[src/rtl/sfifo_pkg.sv]
package sfifo_pkg;
    typedef enum logic [1:0] {
        W_RDY  = 2'd0,
        W_BUSY = 2'd1,
        W_WAIT = 2'd2
    } wr_state_t;

    typedef enum logic [1:0] {
        R_WAIT  = 2'd0,
        R_VALID = 2'd1,
        R_BUSY  = 2'd2
    } rd_state_t;
endpackage

[src/rtl/strobe_sync.sv]
module strobe_sync (
    input  logic clk,
    input  logic rst_n,
    input  logic strobe,
    output logic level,
    output logic rise,
    output logic fall
);
    logic [2:0] sh;

    always_ff @(posedge clk or negedge rst_n) begin
        if (!rst_n) sh <= '0;
        else        sh <= {sh[1:0], strobe};
    end

    // sh[1] is the synchronized level, sh[2] is its previous value
    assign level = sh[1];
    assign rise  = sh[1] & ~sh[2];
    assign fall  = ~sh[1] & sh[2];
endmodule

[src/rtl/sfifo_ram.sv]
module sfifo_ram #(
    parameter int DW    = 5,
    parameter int DEPTH = 64,
    localparam int AW   = $clog2(DEPTH)
) (
    input  logic          clk,
    input  logic          we,
    input  logic [AW-1:0] waddr,
    input  logic [DW-1:0] wdata,
    input  logic [AW-1:0] raddr,
    output logic [DW-1:0] rdata
);
    logic [DW-1:0] mem [DEPTH];

    always_ff @(posedge clk) begin
        if (we) mem[waddr] <= wdata;
    end

    assign rdata = mem[raddr];
endmodule

[src/rtl/sfifo_wr_ctrl.sv]
module sfifo_wr_ctrl
    import sfifo_pkg::*;
#(
    parameter int DEPTH = 64,
    localparam int AW   = $clog2(DEPTH),
    localparam int CW   = $clog2(DEPTH + 1)
) (
    input  logic          clk,
    input  logic          rst_n,
    input  logic          level,
    input  logic          rise,
    input  logic          fall,
    input  logic [CW-1:0] cnt,
    output logic          ram_we,
    output logic          commit,
    output logic          rdy,
    output logic [AW-1:0] wptr
);
    wr_state_t st, nxt;
    logic      room;

    assign room = (cnt < CW'(DEPTH));

    always_ff @(posedge clk or negedge rst_n) begin
        if (!rst_n) begin
            st   <= W_RDY;
            wptr <= '0;
        end else begin
            st <= nxt;
            if (commit)
                wptr <= (wptr == AW'(DEPTH - 1)) ? '0 : wptr + 1'b1;
        end
    end

    always_comb begin
        nxt    = st;
        ram_we = 1'b0;
        commit = 1'b0;
        unique case (st)
            W_RDY: begin
                if (rise) begin
                    ram_we = 1'b1;
                    nxt    = W_BUSY;
                end
            end
            W_BUSY: begin
                if (fall) begin
                    commit = 1'b1;
                    nxt    = W_WAIT;
                end
            end
            W_WAIT: begin
                if (room) begin
                    if (level) begin
                        ram_we = 1'b1;
                        nxt    = W_BUSY;
                    end else begin
                        nxt = W_RDY;
                    end
                end
            end
            default: nxt = W_RDY;
        endcase
    end

    assign rdy = (st == W_RDY);
endmodule

[src/rtl/sfifo_rd_ctrl.sv]
module sfifo_rd_ctrl
    import sfifo_pkg::*;
#(
    parameter int DEPTH = 64,
    localparam int AW   = $clog2(DEPTH),
    localparam int CW   = $clog2(DEPTH + 1)
) (
    input  logic          clk,
    input  logic          rst_n,
    input  logic          rise,
    input  logic          fall,
    input  logic [CW-1:0] cnt,
    output logic          load,
    output logic          commit,
    output logic          valid,
    output logic [AW-1:0] rptr
);
    rd_state_t st, nxt;

    always_ff @(posedge clk or negedge rst_n) begin
        if (!rst_n) begin
            st   <= R_WAIT;
            rptr <= '0;
        end else begin
            st <= nxt;
            if (commit)
                rptr <= (rptr == AW'(DEPTH - 1)) ? '0 : rptr + 1'b1;
        end
    end

    always_comb begin
        nxt    = st;
        load   = 1'b0;
        commit = 1'b0;
        unique case (st)
            R_WAIT: begin
                if (cnt != '0) begin
                    load = 1'b1;
                    nxt  = R_VALID;
                end
            end
            R_VALID: begin
                if (rise) nxt = R_BUSY;
            end
            R_BUSY: begin
                if (fall) begin
                    commit = 1'b1;
                    nxt    = R_WAIT;
                end
            end
            default: nxt = R_WAIT;
        endcase
    end

    assign valid = (st == R_VALID);
endmodule

[src/rtl/strobe_fifo.sv]
module strobe_fifo #(
    parameter int DW    = 5,
    parameter int DEPTH = 64
) (
    input  logic          clk,
    input  logic          mr_n,
    input  logic          shift_in,
    input  logic [DW-1:0] din,
    output logic          in_ready,
    input  logic          shift_out,
    output logic          out_ready,
    input  logic          oe_n,
    output logic [DW-1:0] dout,
    output logic          half_full,
    output logic          almost_fe
);
    localparam int AW       = $clog2(DEPTH);
    localparam int CW       = $clog2(DEPTH + 1);
    localparam int HALF_LVL = DEPTH / 2;
    localparam int AE_LVL   = DEPTH / 8;
    localparam int AF_LVL   = DEPTH - DEPTH / 8;

    // index 0: write strobe, index 1: read strobe
    logic [1:0] strb, lvl, rs, fl;
    assign strb = {shift_out, shift_in};

    for (genvar g = 0; g < 2; g++) begin : g_sync
        strobe_sync u_sync (
            .clk   (clk),
            .rst_n (mr_n),
            .strobe(strb[g]),
            .level (lvl[g]),
            .rise  (rs[g]),
            .fall  (fl[g])
        );
    end

    logic [CW-1:0] cnt;
    logic [AW-1:0] wptr, rptr;
    logic [DW-1:0] rdata, hold;
    logic          ram_we, wr_commit, rd_commit, load, wr_rdy, rd_valid;

    sfifo_wr_ctrl #(.DEPTH(DEPTH)) u_wr (
        .clk   (clk),
        .rst_n (mr_n),
        .level (lvl[0]),
        .rise  (rs[0]),
        .fall  (fl[0]),
        .cnt   (cnt),
        .ram_we(ram_we),
        .commit(wr_commit),
        .rdy   (wr_rdy),
        .wptr  (wptr)
    );

    sfifo_rd_ctrl #(.DEPTH(DEPTH)) u_rd (
        .clk   (clk),
        .rst_n (mr_n),
        .rise  (rs[1]),
        .fall  (fl[1]),
        .cnt   (cnt),
        .load  (load),
        .commit(rd_commit),
        .valid (rd_valid),
        .rptr  (rptr)
    );

    sfifo_ram #(.DW(DW), .DEPTH(DEPTH)) u_ram (
        .clk  (clk),
        .we   (ram_we),
        .waddr(wptr),
        .wdata(din),
        .raddr(rptr),
        .rdata(rdata)
    );

    // single count update per clock covers a write and a read committing together
    always_ff @(posedge clk or negedge mr_n) begin
        if (!mr_n) begin
            cnt  <= '0;
            hold <= '0;
        end else begin
            unique case ({wr_commit, rd_commit})
                2'b10:   cnt <= cnt + CW'(1);
                2'b01:   cnt <= cnt - CW'(1);
                default: cnt <= cnt;
            endcase
            if (load) hold <= rdata;
        end
    end

    assign in_ready  = wr_rdy & mr_n;
    assign out_ready = rd_valid;
    assign dout      = oe_n ? '0 : hold;
    assign half_full = mr_n & (cnt >= CW'(HALF_LVL));
    assign almost_fe = mr_n & ((cnt >= CW'(AF_LVL)) | (cnt <= CW'(AE_LVL)));
endmodule

[config.mk]
export PLATFORM = sky130hd
export DESIGN_NAME = strobe_fifo
export DESIGN_NICKNAME = d
export VERILOG_FILES = /design/src/rtl/sfifo_pkg.sv /design/src/rtl/strobe_sync.sv /design/src/rtl/sfifo_ram.sv /design/src/rtl/sfifo_wr_ctrl.sv /design/src/rtl/sfifo_rd_ctrl.sv /design/src/rtl/strobe_fifo.sv
export SDC_FILE = /design/constraint.sdc
export NUM_CORES = 1
export LEC_CHECK = 0
export BUFFER_PORTS_ARGS = -buffer_cell sky130_fd_sc_hd__buf_4
export CORE_MARGIN = 5
export CORE_UTILIZATION = 60
export DETAILED_ROUTE_END_ITERATION = 6
export PLACE_DENSITY = 0.81
export SYNTH_ARGS = -nofsm -noshare
export SYNTH_HDL_FRONTEND = slang
export SYNTH_HIERARCHICAL = 1
export SYNTH_SLANG_ARGS = --single-unit
[constraint.sdc]
create_clock -name clk -period 4.8 [get_ports clk]
set_input_delay 0.24 -clock clk [delete_from_list [all_inputs] [get_ports clk]]
set_output_delay 0.24 -clock clk [all_outputs]
set_load 0.02 [all_outputs]
## After elaboration in Yosys (flattened, before gate mapping)

Memory sizes are Yosys's and may differ from the RTL's. A register that Yosys moved wholly into a read port is not among the register bits.
Cells that the tools add are included.

- Memories: 1
- Flip-flop bits (word level): 29
- Memory bits (read-only): 0
- RAM bits: 320
- Bits in latches: 0
- Input port bits: 10
- Logic and storage cells: 74

- $lt $le $gt $ge: 4
- Multiply operators: 0
- Add/subtract/negate cells: 4
- Multiplexer cells: 25
- Reduce and logical (&&, ||, !) cells: 7
- Bitwise logic cells: 12
- Eq/ne operators: 14
- Divide/modulo/power cells: 0
- Shift operators: 0

Memories:

| memory | words | width | read ports | clocked after Yosys merged registers in | wr ports | line | text |
|---|---|---|---|---|---|---|---|
| u_ram.mem | 64 | 5 | 1 | 1 | 1 | sfifo_ram.sv:13 | `logic [DW-1:0] mem [DEPTH];` |

Operators by type and width:

| kind | count |
|---|---|
| greater-or-equal comparator 7 x 6 -> 1 bit (second input constant) | 2 |
| one-hot mux 7 bit (2 select lines) | 1 |
| adder 6 x 1 -> 6 bit (second input constant) | 2 |
| equality test 6 bit (second input constant) | 2 |
| two-way mux 1 bit | 12 |
| two-way mux 2 bit | 6 |
| two-way mux 6 bit | 2 |
| one-hot mux 2 bit (3 select lines) | 2 |
| != test 2 x 1 -> 1 bit (second input constant) | 4 |
| adder 7 x 1 -> 7 bit (second input constant) | 1 |
| bitwise AND 1 bit | 7 |
| <= comparator 7 x 4 -> 1 bit (second input constant) | 1 |
| less-than comparator 7 bit (second input constant) | 1 |
| nonzero test 7 bit | 1 |
| subtractor 7 x 1 -> 7 bit (second input constant) | 1 |
| equality test 2 x 1 -> 1 bit (second input constant) | 3 |
| equality test 2 bit (second input constant) | 3 |
| AND reduction 3 bit | 2 |
| two-way mux 5 bit | 1 |
| zero test 2 bit | 2 |
| != test 2 bit (second input constant) | 2 |
| inverter 1 bit | 4 |
| one-hot mux 1 bit (2 select lines) | 1 |
| nonzero test 2 bit | 1 |
| other kinds (2) | 2 |

## Logic depth before layout (Yosys ltp)

- Depth after elaboration: 6
- Mapped depth: 13

## Hierarchy

Netlist, hierarchy kept.

By module, submodules not included:

| module | area each (um2) | instances | sequential area each (um2) | cells an instance |
|---|---|---|---|---|
| sfifo_ram | 12668.4 | 1 | 9609.2 | 605 |
| strobe_fifo | 807.0 | 1 | 300.3 | 82 |
| sfifo_rd_ctrl | 411.6 | 1 | 200.2 | 42 |
| sfifo_wr_ctrl | 394.1 | 1 | 200.2 | 40 |
| strobe_sync | 90.1 | 2 | 75.1 | 5 |

## Worst setup path after synthesis

Ideal clock, no wire load.

- Kind: flip-flop to flip-flop
- From: register g_sync[1].u_sync.sh[1]
- To: register cnt[6]
- Clock period less this slack: 2.485 ns
- Library setup time: 0.080 ns
- Data required time: 4.720 ns
- Cell stages (with the launch flop): 13
- Path slack: 2.315 ns
- Path buffers: 1
- Data arrival time: 2.406 ns
- Cells stage by stage: dfrtp_1 and2b_2 nand3b_1 inv_2 ha_1 buf_2 xor2_1 ha_1 a21boi_1 o22a_1 o21ai_1 a311oi_2 xnor2_1

- Word-level cells in the longest chain between the ends: 6

RTL lines:

| element | line | text |
|---|---|---|
| start: declaration | strobe_sync.sv:9 | `logic [2:0] sh;` |
| start signal: assignment | strobe_sync.sv:13 | `else sh <= {sh[1:0], strobe};` |
| inverter 1 bit * | strobe_sync.sv:19 | `assign fall = ~sh[1] & sh[2];` |
| bitwise AND 1 bit * | strobe_sync.sv:19 |  |
| via fl[1] | strobe_fifo.sv:24 | `logic [1:0] strb, lvl, rs, fl;` |
| two-way mux 1 bit * | sfifo_rd_ctrl.sv:46 | `if (fall) begin` |
| two-way mux 1 bit * | sfifo_rd_ctrl.sv:35 | `unique case (st)` |
| via rd_commit | strobe_fifo.sv:41 | `logic ram_we, wr_commit, rd_commit, load, wr_rdy, rd_valid;` |
| equality test 2 x 1 -> 1 bit / equality test 2 bit (equally long branches) | strobe_fifo.sv:83 | `unique case ({wr_commit, rd_commit})` |
| one-hot mux 7 bit (2 select lines) / nonzero test 2 bit (equally long branches) | -- |  |
| end signal: assignment | strobe_fifo.sv:84 | `2'b10: cnt <= cnt + CW'(1);` |
| end signal: assignment | strobe_fifo.sv:85 | `2'b01: cnt <= cnt - CW'(1);` |
| end signal: assignment | strobe_fifo.sv:86 | `default: cnt <= cnt;` |
| end: declaration | strobe_fifo.sv:38 | `logic [CW-1:0] cnt;` |

Mark *: on every way through the listed nets, which the timed path passes. The rest lies on a longest branch.
A chain may end at the register's enable or synchronous reset.

==> flow_summary.toml <==
[critical_path]
r2r_start = "u_rd/rptr[0]"
endpoint_kind = "register"
critPathLaunchType = "register"
critPathRequiredTime_ns = 5.20
rrSetupSlack_ns = 1.59
crit_arrival_ns = 3.60
worstSetupPathType = "reg2reg"
reg2reg_depth = 6
reg2reg_to = "hold[0]"
startpoint = "u_rd/rptr[0]"
crit_fanout = 48
crit_path_end = "hold[0]"

[hold_path]
hold_path.class = "in2async"

[power_and_ir_drop]
sequentialPowerShare = 0.479
clkPwrFrac = 0.340
p_sw_frac = 0.2617
switchingPower_mw = 2.067
p_int_mw = 5.830
power_leakage_nw = 5.067
power_frac_comb = 0.181
power_density_nw_per_um2 = 495.5
ir_drop_mv = 0.2933

[placement]
place.port_buffers = 18
dp_cells = 1079
gp_congestion = 0.8749
dp_hpwl_mm = 18.32
place_area_sq_um = 14780

[die]
chipHeight_um = 165.3
design.core.area_sq_um = 23610
rows = 56
initial_core_util = 0.6124
dieArea_sq_um = 27310
die_x_um = 165.3
design.portCount = 19

[logic_synthesis]
synth.area.top_cells = "edfxtp_1 66%, mux4_2 10%, dfrtp_1 5.9%, mux4_1 2.5%, nor2_1 1.9%"
seq_area_frac_synth = 0.7233
synth-edff-count = 320
async_flop_share = 0.09605
synth_area_per_cell_sq_um = 18.56
netlist.area_leader.share = 0.6645
synth_area_sq_um = 14460
yosysTopAreaCell = "edfxtp_1"
synthFlopType = "edfxtp_1"
syn_nets = 794
synthCells = 779
ys_ff_latch = 354
ys_types = 63
yosysMostFrequentCell = "edfxtp_1"
yosys_warnings = 6
synth_common_cells = "320 x edfxtp_1, 74 x nor2_1, 66 x mux4_2"

[final_layout]
drive_gt1_frac = 0.2039
nNetsFinal = 815
fin_cells = 1143
final_cell_area_sq_um = 15940
num_antenna_cells = 0
postLayoutCoreUtil = 0.6750
area_growth_pct = 10.21
fillers = 1445

[clock_tree]
root_buffer = "clkbuf_16"
cts_buffer_depth = 3
clk_pin_slew_ns = 0.06
cts_hold_buf = 3
numCtsBuffers = 35
h-tree-depth = 2
cts_resized = 0
postCtsSetupBuffers = 0
cts_tree = "yes"
insertion_delay_ns = 0.52
numClockSinks = 354

[drt]
ant_nets = 0
drtPass1Iterations = 6
drc_errors = 0
wire_per_inst_um = 26.28
drt_iter0_drc = 976
viasPerCell = 6.640
vias = 7590
drt_wl_total_mm = 30.04

[sta]
min_period_ns = 3.209
whs_ns = 0.2361
rsz0062_at_grt = "false"
worstMarginPinSlew_ns = 1.219
setup_violations = 0
final_hold_viol_count = 0
finalSetupTns_ns = 0
period_share = 0.6686
slew_headroom = 0.1808
report.final.slew_viol_count = 0
fmax_mhz = 311.6
finClkSkew_ns = 0.01853

[outcome]
status = "finished clean"

[grt]
antenna_found_initial = 2
grt_max_degree = 65
grt_first_pass_wirelength_mm = 46.25
grt_pass1_vias = 7807
grt-ovfl-total = 0
grt_usage = 0.2292

[run]
drv_cap = 0
-- cells by family after synthesis --
| logic type | share of synthesized area |
|---|---|
| and+or+nand+nor | 0.06195 |
| muxes | 0.1486 |
| buffers and inverters | 0.01999 |
| xor gates and xnor gates | 0.007268 |
| AOI/OAI and AO/OA | 0.03461 |
| DFF | 0.7233 |
| adders and majority gates | 0.004326 |
-- worst min path at each step --
stage             end
2_1_floorplan  cnt[0]
3_3_place_gp   cnt[3]
3_5_place_dp   cnt[2]
4_1_cts        cnt[2]
5_1_grt        cnt[2]
6_report       cnt[3]
-- power by group through the flow --
stage | Sequential (mW) | Combinational (mW) | Clock (mW)
after floorplan | 3.62 | 1.26 | 0
after global placement | 3.82 | 1.36 | 0
after detailed placement | 3.84 | 1.41 | 0
after CTS | 3.78 | 1.43 | 2.72
after global routing | 3.81 | 1.52 | 2.86
final | 3.78 | 1.43 | 2.68
-- worst max-delay path, cell delays in order (launching register included) --
cell and delay, ns:
dfrtp_4 1.02, buf_12 0.36, mux4_2 0.58, o221ai_1 0.22, a21oi_1 0.13, or3_1 0.44, mux2_2 0.29
-- final cells by class --
cell class / count / area [sq um] / area share
flip-flops and latches: 354 / 10470 / 0.6566
multi-input cells: 379 / 3712 / 0.2329
clock buffers: 46 / 947.2 / 0.05943
well taps: 319 / 399.1 / 0.02504
repair buffers: 24 / 212.7 / 0.01335
clock inverters: 15 / 178.9 / 0.01123
inverters: 6 / 22.52 / 0.001413
-- routing by layer --
metal  part of all wire  track usage
met5            0.00090            0
met4              0.025      0.07108
met3              0.093      0.05758
met2               0.50       0.3751
met1               0.38       0.3086
-- flip-flops by register name, summed over array words and instances, names as in the netlist --
signal	flops
u_ram/mem	320
cnt	7
g_sync.u_sync/sh	6
u_rd/rptr	6
u_wr/wptr	6
hold	5
u_rd/st	2
u_wr/st	2
-- stage by stage --
step | worst slack [ns] | power (mW)
4_1_cts | 1.544 | 7.932
3_5_place_dp | 1.568 | 5.251
2_1_floorplan | 2.315 | 4.879
6_report | 1.591 | 7.897
5_1_grt | 1.396 | 8.190
3_3_place_gp | 1.600 | 5.184
-- cells in the final DEF (no fill, tap or decap), types with 3 or more instances in the layout --
master         instances
edfxtp_1             320
nor2_1                74
mux4_2                66
clkbuf_16             35
nand2_1               32
dfrtp_1               32
buf_4                 19
mux2_2                18
nor2b_1               16
mux4_1                14
nand3_1               13
o22ai_1               13
o21ai_0               12
a21oi_1               12
xnor2_1                9
a31oi_1                8
mux2i_1                8
clkbuf_1               8
o221ai_1               7
or3_1                  7
nand3b_1               6
nor3_1                 5
a22oi_1                5
nand4_1                5
ha_1                   5
inv_1                  4
bufinv_16              4
clkinv_2               4
clkinv_1               4
nand2b_1               4
nor4_1                 4
xor2_1                 3
clkbuf_8               3
dlygate4sd3_1          3
o31ai_1                3
(Power assumes the default switching activity.)
